### config.mk
export PLATFORM = sky130hd
export DESIGN_NAME = bsc_chain
export DESIGN_NICKNAME = d
export VERILOG_FILES = /design/src/rtl/bsc_pkg.sv /design/src/rtl/bsc_rst_sync.sv /design/src/rtl/bsc_cell.sv /design/src/rtl/bsc_chain.sv
export SDC_FILE = /design/constraint.sdc
export NUM_CORES = 1
export LEC_CHECK = 0
export ABC_AREA = 1
export CORE_MARGIN = 3
export CORE_UTILIZATION = 45
export DETAILED_ROUTE_END_ITERATION = 6
export GPL_ROUTABILITY_DRIVEN = 0
export PLACE_DENSITY = 0.88
export SKIP_CTS_REPAIR_TIMING = 1
export SYNTH_ARGS = -nofsm -noshare
export SYNTH_HDL_FRONTEND = slang
export SYNTH_SLANG_ARGS = --single-unit
### constraint.sdc
create_clock -name tck -period 2.12 [get_ports tck]
set_input_delay 0.318 -clock tck [delete_from_list [all_inputs] [get_ports tck]]
set_output_delay 0.318 -clock tck [all_outputs]
set_load 0.03 [all_outputs]
### src/rtl/bsc_pkg.sv
package bsc_pkg;

  typedef enum logic {
    ROLE_OUT = 1'b0,
    ROLE_IN  = 1'b1
  } cell_role_e;

  function automatic cell_role_e role_of(input logic is_input);
    return is_input ? ROLE_IN : ROLE_OUT;
  endfunction

endpackage

### src/rtl/bsc_rst_sync.sv
module bsc_rst_sync #(
  parameter int STAGES = 2
) (
  input  logic tck,
  input  logic trst_n,
  output logic rst_n
);

  logic [STAGES-1:0] sync_q;
  logic [STAGES-1:0] sync_d;

  always_comb begin
    sync_d = {sync_q[STAGES-2:0], 1'b1};
  end

  always_ff @(posedge tck or negedge trst_n) begin
    if (!trst_n) begin
      sync_q <= '0;
    end else begin
      sync_q <= sync_d;
    end
  end

  assign rst_n = sync_q[STAGES-1];

endmodule

### src/rtl/bsc_cell.sv
module bsc_cell
  import bsc_pkg::*;
#(
  parameter cell_role_e ROLE = ROLE_IN
) (
  input  logic tck,
  input  logic rst_n,
  input  logic capture_en,
  input  logic shift_en,
  input  logic update_en,
  input  logic test_mode,
  input  logic serial_in,
  input  logic pin_in,
  input  logic core_out,
  output logic core_in,
  output logic pin_out,
  output logic serial_out
);

  logic func_val;
  logic stage_q;
  logic stage_d;
  logic stage_en;
  logic hold_q;
  logic hold_d;

  // Role chooses observed side and driven side
  generate
    if (ROLE == ROLE_IN) begin : g_in
      assign func_val = pin_in;
      assign core_in  = test_mode ? hold_q : pin_in;
      assign pin_out  = core_out;
    end else begin : g_out
      assign func_val = core_out;
      assign pin_out  = test_mode ? hold_q : core_out;
      assign core_in  = pin_in;
    end
  endgenerate

  // Shift stage next state: capture has priority over shift
  always_comb begin
    stage_en = capture_en | shift_en;
    stage_d  = stage_q;
    if (capture_en) begin
      stage_d = func_val;
    end else if (shift_en) begin
      stage_d = serial_in;
    end
  end

  always_ff @(posedge tck or negedge rst_n) begin
    if (!rst_n) begin
      stage_q <= 1'b0;
    end else if (stage_en) begin
      stage_q <= stage_d;
    end
  end

  // Hold register loads on the falling edge
  always_comb begin
    hold_d = stage_q;
  end

  always_ff @(negedge tck or negedge rst_n) begin
    if (!rst_n) begin
      hold_q <= 1'b0;
    end else if (update_en) begin
      hold_q <= hold_d;
    end
  end

  assign serial_out = stage_q;

  AST_CAPTURE_LOAD: assert property (@(posedge tck) disable iff (!rst_n)
    capture_en |=> (stage_q == $past(func_val)));

  AST_SHIFT_MOVE: assert property (@(posedge tck) disable iff (!rst_n)
    (shift_en && !capture_en) |=> (serial_out == $past(serial_in)));

  AST_IDLE_KEEP: assert property (@(posedge tck) disable iff (!rst_n)
    (!shift_en && !capture_en) |=> $stable(serial_out));

  AST_HOLD_STILL: assert property (@(negedge tck) disable iff (!rst_n)
    !update_en |=> $stable(hold_q));

endmodule

### src/rtl/bsc_chain.sv
module bsc_chain
  import bsc_pkg::*;
#(
  parameter int                    NUM_PINS     = 8,
  parameter logic [NUM_PINS-1:0]   PIN_IS_INPUT = 8'h0F,
  parameter int                    SYNC_STAGES  = 2
) (
  input  logic                tck,
  input  logic                trst_n,
  input  logic                capture_en,
  input  logic                shift_en,
  input  logic                update_en,
  input  logic                test_mode,
  input  logic                scan_in,
  output logic                scan_out,
  input  logic [NUM_PINS-1:0] pin_in,
  input  logic [NUM_PINS-1:0] core_out,
  output logic [NUM_PINS-1:0] core_in,
  output logic [NUM_PINS-1:0] pin_out
);

  localparam int LINKS = NUM_PINS + 1;

  logic             rst_n;
  logic [LINKS-1:0] link;

  bsc_rst_sync #(
    .STAGES (SYNC_STAGES)
  ) u_rst_sync (
    .tck    (tck),
    .trst_n (trst_n),
    .rst_n  (rst_n)
  );

  assign link[0] = scan_in;

  // One cell per pin, role picked by mask bit
  generate
    for (genvar i = 0; i < NUM_PINS; i++) begin : g_cell
      bsc_cell #(
        .ROLE (role_of(PIN_IS_INPUT[i]))
      ) u_cell (
        .tck        (tck),
        .rst_n      (rst_n),
        .capture_en (capture_en),
        .shift_en   (shift_en),
        .update_en  (update_en),
        .test_mode  (test_mode),
        .serial_in  (link[i]),
        .pin_in     (pin_in[i]),
        .core_out   (core_out[i]),
        .core_in    (core_in[i]),
        .pin_out    (pin_out[i]),
        .serial_out (link[i+1])
      );
    end
  endgenerate

  assign scan_out = link[LINKS-1];

  AST_PASS_THROUGH: assert property (@(posedge tck) disable iff (!rst_n)
    !test_mode |-> (core_in == pin_in && pin_out == core_out));

  AST_SHIFT_OUT: assert property (@(posedge tck) disable iff (!rst_n)
    (shift_en && !capture_en) |=> (scan_out == $past(link[LINKS-2])));

endmodule

Word level (Yosys, flattened, before mapping)
Index checks and enable logic that the tools add are counted.
Widths: inputs -> output; s select.
{"block": "totals", "ff_bits": 18, "input_bits": 23, "output_inout_bits": 17, "elab_cells": 44}
{"block": "classes", "muxes": 24, "bitwise": 1, "n_reduce_logical": 2}
{"op": "$mux 1", "n": 24}
{"op": "$reduce_and 2->1", "n": 1}
{"op": "$reduce_bool 2->1", "n": 1}
{"op": "$or 1x1->1", "n": 1}

Logic depth before layout (Yosys ltp)
{"block": "logic_depth", "depth_word": 2, "depth_mapped": 6, "ltp_nobuf": 5}

Cells and area by module
Synthesis repeated with hierarchy kept, for this count alone.
{"block": "hier_totals", "cells_unflattened": 139, "area_unflattened_um2": 964.7}
{"mod": "bsc_cell", "n_inst": 8, "cells_each": 17, "area_per_inst_um2": 113.9, "seq_area_each_um2": 50.0}
{"mod": "bsc_rst_sync", "n_inst": 1, "cells_each": 3, "area_per_inst_um2": 53.8, "seq_area_each_um2": 50.0}

==> out/results.env <==
CORE_AREA_MM2=0.00202
WORSTSETUPENDPOINTTYPE='output port'
VIAS_PER_CELL=4.50
CTS-ROOT-TO-SINK-BUFFERS=2
LAYOUT-DRIVE-GT1-SHARE=0.229
DRV.MAX_CAP_VIOLATION_COUNT=0
NETLIST_INSTANCES=130
ANTENNA_FOUND_INITIAL=0
CLK-INSERTION-DELAY-LATE_NS=0.29
CTS.HTREE.LEVELS=1
FINAL-HOLD-VIOLATION-COUNT=0
NUMBER_OF_DRC_MARKERS_IN_ITERATION_0=17
PATH_CLASS='flip-flop to output port'
SYNTH_FA_HA_AREA_FRAC=0
NUMBER_OF_BUFFERS_AND_INVERTERS_ON_THE_CRITICAL_PATH=2
CLOCK_SINK_COUNT=18
TIMING_MAX_TRANSITION_VIOLATIONS_FINAL=0
SYNTH.CELL_AREA_UM2=992
DIE_W_UM=53.0
SYNTH_TOP_CELL_BY_AREA='sky130_fd_sc_hd__dfrtp_1'
DRT_PRE_ANTENNA_ITERS=4
FP.DIEAREA_MM2=0.00280
DESIGN.PORTCOUNT=40
NETLIST_TOP_CELLS_AREA='sky130_fd_sc_hd__dfrtp_1 25%, sky130_fd_sc_hd__nand2_1 21%, sky130_fd_sc_hd__dfrtn_1 20%, sky130_fd_sc_hd__buf_4 14%, sky130_fd_sc_hd__a21oi_1 4.0%'
INITIAL_UTILIZATION=0.491
FAILED_CHECKS='negative setup slack'
POWER_LEAKAGE_uW=0.000602
POWER.DENSITY_CELL_AREA_mW_PER_MM2=713
INSERTEDDIODECOUNT=0
GRT_REMAINING_OVERFLOW=0
GRT_USE_TOTAL=0.154
REQUIRED_NS=1.80
NON_FILLER_CELLS_IN_THE_FINISHED_LAYOUT=167
MAPPEDNETLISTNETS=153
SYNTH.FF_LATCH_COUNT=18
DESIGN_AREA_MM2=0.00119
DIE_HEIGHT_UM=53.0
FIN_TOTAL_PWR_uW=848
SYNTH_XOR_AREA_FRAC=0
MAXIMUM_NUMBER_OF_PINS_ON_ONE_NET_BEFORE_GLOBAL_ROUTE_REPAIR=17
PORT_BUFFERS=23
TIMING.HOLD.WORST.CLASS='input port to async pin'
SYNTH.LIB_CELLS_USED.DISTINCT=13
CRITICAL-PATH-SLOWEST-CELL='sky130_fd_sc_hd__dfrtn_1'
CRIT_PATH_MAX_INCR_DELAY_NS=0.41
NUMBER_OF_NETS_IN_THE_FINISHED_DESIGN=164
DPL.HPWL_UM=1450
POST-ROUTE-WORST-SETUP-SLACK_NS=-0.310
FINAL_SKEW_NS=0.00327
MAX-SLEW-MARGIN-REL=0.570
DRC_ERRORS=0
ARRIVAL_NS=2.11
ROUTED_WIRE_LENGTH_PER_INSTANCE_UM=11.5
CLK_PIN_SLEW_WORST_PATHS_NS=0.10
SYNTH.YOSYS.SEQ_AREA_SHARE=0.454
SYNTHESIS.AREA_PER_INSTANCE_UM2=7.63
ROOT_BUFFER='sky130_fd_sc_hd__clkbuf_4'
GRT_SETUP_UNREPAIRED='true'
FLOORPLAN.ROWS=16
NETLIST.AREA_LEADER.SHARE=0.252
YS.WARNINGS.COUNT=0
SYNTH.MUX.AREA_FRACTION=0
GRT_PASS1_VIAS=725
ROUTE.ANTENNA.REMAINING_NETS=0
DP_CELLS=162
REPORT.FINAL.SETUP_VIOL=8
GRT_FIRST_PASS_WIRELENGTH_UM=3190
WORST_PIN_SLEW_NS=0.643
START_KIND='flip-flop'
ROUTE.VIAS.TOTAL=752
AREA.GROWTH.SYNTH_TO_FINAL_PCT=19.9
SIMPLE_GATE_PORTION_OF_THE_SYNTHESIZED_AREA=0.262
CLOCK_TREE_FROM_TRITONCTS='built'
IR_DROP_mV=0.431
CRITICAL_PATH_PEAK_FANOUT=2
WL_UM=1910
TIMING.CRITICAL_PATH.MAX_DELAY_FAMILY='flip-flops'
CTS_MADE_BUFFERS=3
FINISH.UTILIZATION=0.588
SYNTH_TOP_FAMILY_BY_AREA='simple AND/OR/NAND/NOR gates'
RUN_STATUS='finished, violations left'
SYNTH_COMPOUND_GATE_AREA_SHARE=0.0807
CRIT_PATH_CELL_TRACE='inv_2 > a21oi_1 > buf_4'
FINALSETUPTNS_NS=-2.30
PLACED_CELL_AREA_MM2=0.00109
## layout by cell type (no fill, tap or decap), types with 4 or more instances in the layout
cell type                         count
sky130_fd_sc_hd__a21oi_2              7
sky130_fd_sc_hd__buf_4                4
sky130_fd_sc_hd__buf_6                7
sky130_fd_sc_hd__clkdlybuf4s50_1     15
sky130_fd_sc_hd__dfrtn_1              8
sky130_fd_sc_hd__dfrtp_1             10
sky130_fd_sc_hd__inv_2                8
sky130_fd_sc_hd__nand2_1             56
sky130_fd_sc_hd__nor2_1               8
sky130_fd_sc_hd__o21ai_0              8
## cell families (layout without fill, tap and decap cells)
logic type	Yosys count	after routing
compound gates	16	16
buf+inv	30	40
flops	18	18
other cells	1	1
simple gates	65	65
## stage by stage
step                hold WS, ns  setup WS [ns]
finish                    0.174         -0.310
global placement          0.334         -0.149
detailed placement        0.335         -0.173
global route              0.162         -0.353
floorplan                0.0224         0.0525
CTS                       0.172         -0.344
## synthesized netlist by cell type (all sizes together)
| master | n |
|---|---|
| a21oi | 8 |
| buf | 20 |
| conb | 1 |
| dfrtn | 8 |
| dfrtp | 10 |
| inv | 10 |
| nand2 | 56 |
| nor2 | 9 |
| o21ai | 8 |
## where the power goes
group / leakage [µW] / switching (µW) / internal [µW]
Sequential: 0.000224 / 28.0 / 385
Clock: 0.0000210 / 108 / 105
Combinational: 0.000358 / 125 / 97.1
## registers in the layout, indices dropped and copies added (netlist names)
name,flops
g_cell.u_cell.hold_q,8
g_cell.u_cell.serial_out,8
u_rst_sync.sync_q,2
## final timing paths
check | from | to | slack (ns) | cells past startpoint
worst max-delay path | g_cell[2].u_cell.hold_q$_DFFE_NN0P_ | core_in[2] | -0.31 | 3
worst min-delay path | trst_n | u_rst_sync.sync_q[1]$_DFF_PN0_ | 0.17 | 1
worst max register to register | g_cell[0].u_cell.serial_out$_DFFE_PN0P_ | g_cell[0].u_cell.hold_q$_DFFE_NN0P_ | 0.34 | 2
worst min register to register | u_rst_sync.sync_q[0]$_DFF_PN0_ | u_rst_sync.sync_q[1]$_DFF_PN0_ | 0.36 | 0
max in group asynchronous | u_rst_sync.sync_q[1]$_DFF_PN0_ | g_cell[3].u_cell.hold_q$_DFFE_NN0P_ | 0.70 | 0
min in group tck | u_rst_sync.sync_q[0]$_DFF_PN0_ | u_rst_sync.sync_q[1]$_DFF_PN0_ | 0.36 | 0
## cell type report
type	count	area, µm²
Clock buffer	4	36.3
Fill cell	180	832
Inverter	10	40.0
Multi-Input combinational cell	82	370
Sequential cell	18	450
Tap cell	27	33.8
Timing Repair Buffer	26	259
## metal layers
| metal | up-vias | part of all wire | wire length, µm | track usage |
|---|---|---|---|---|
| met5 | - | 0 | 0 | 0 |
| met1 | 336 | 0.45 | 856 | 0.188 |
| li1 | 394 | - | - | - |
| met4 | 0 | 0.0099 | 19 | 0.0596 |
| met3 | 4 | 0.051 | 98 | 0.0366 |
| met2 | 18 | 0.49 | 938 | 0.260 |
## worst reg2reg max path, stage by stage (launching register included)
cell,delay [ns]
sky130_fd_sc_hd__dfrtp_1,0.42
sky130_fd_sc_hd__nand2_1,0.07
sky130_fd_sc_hd__o21ai_0,0.08
No activity file was read; power rests on OpenSTA's default activity.
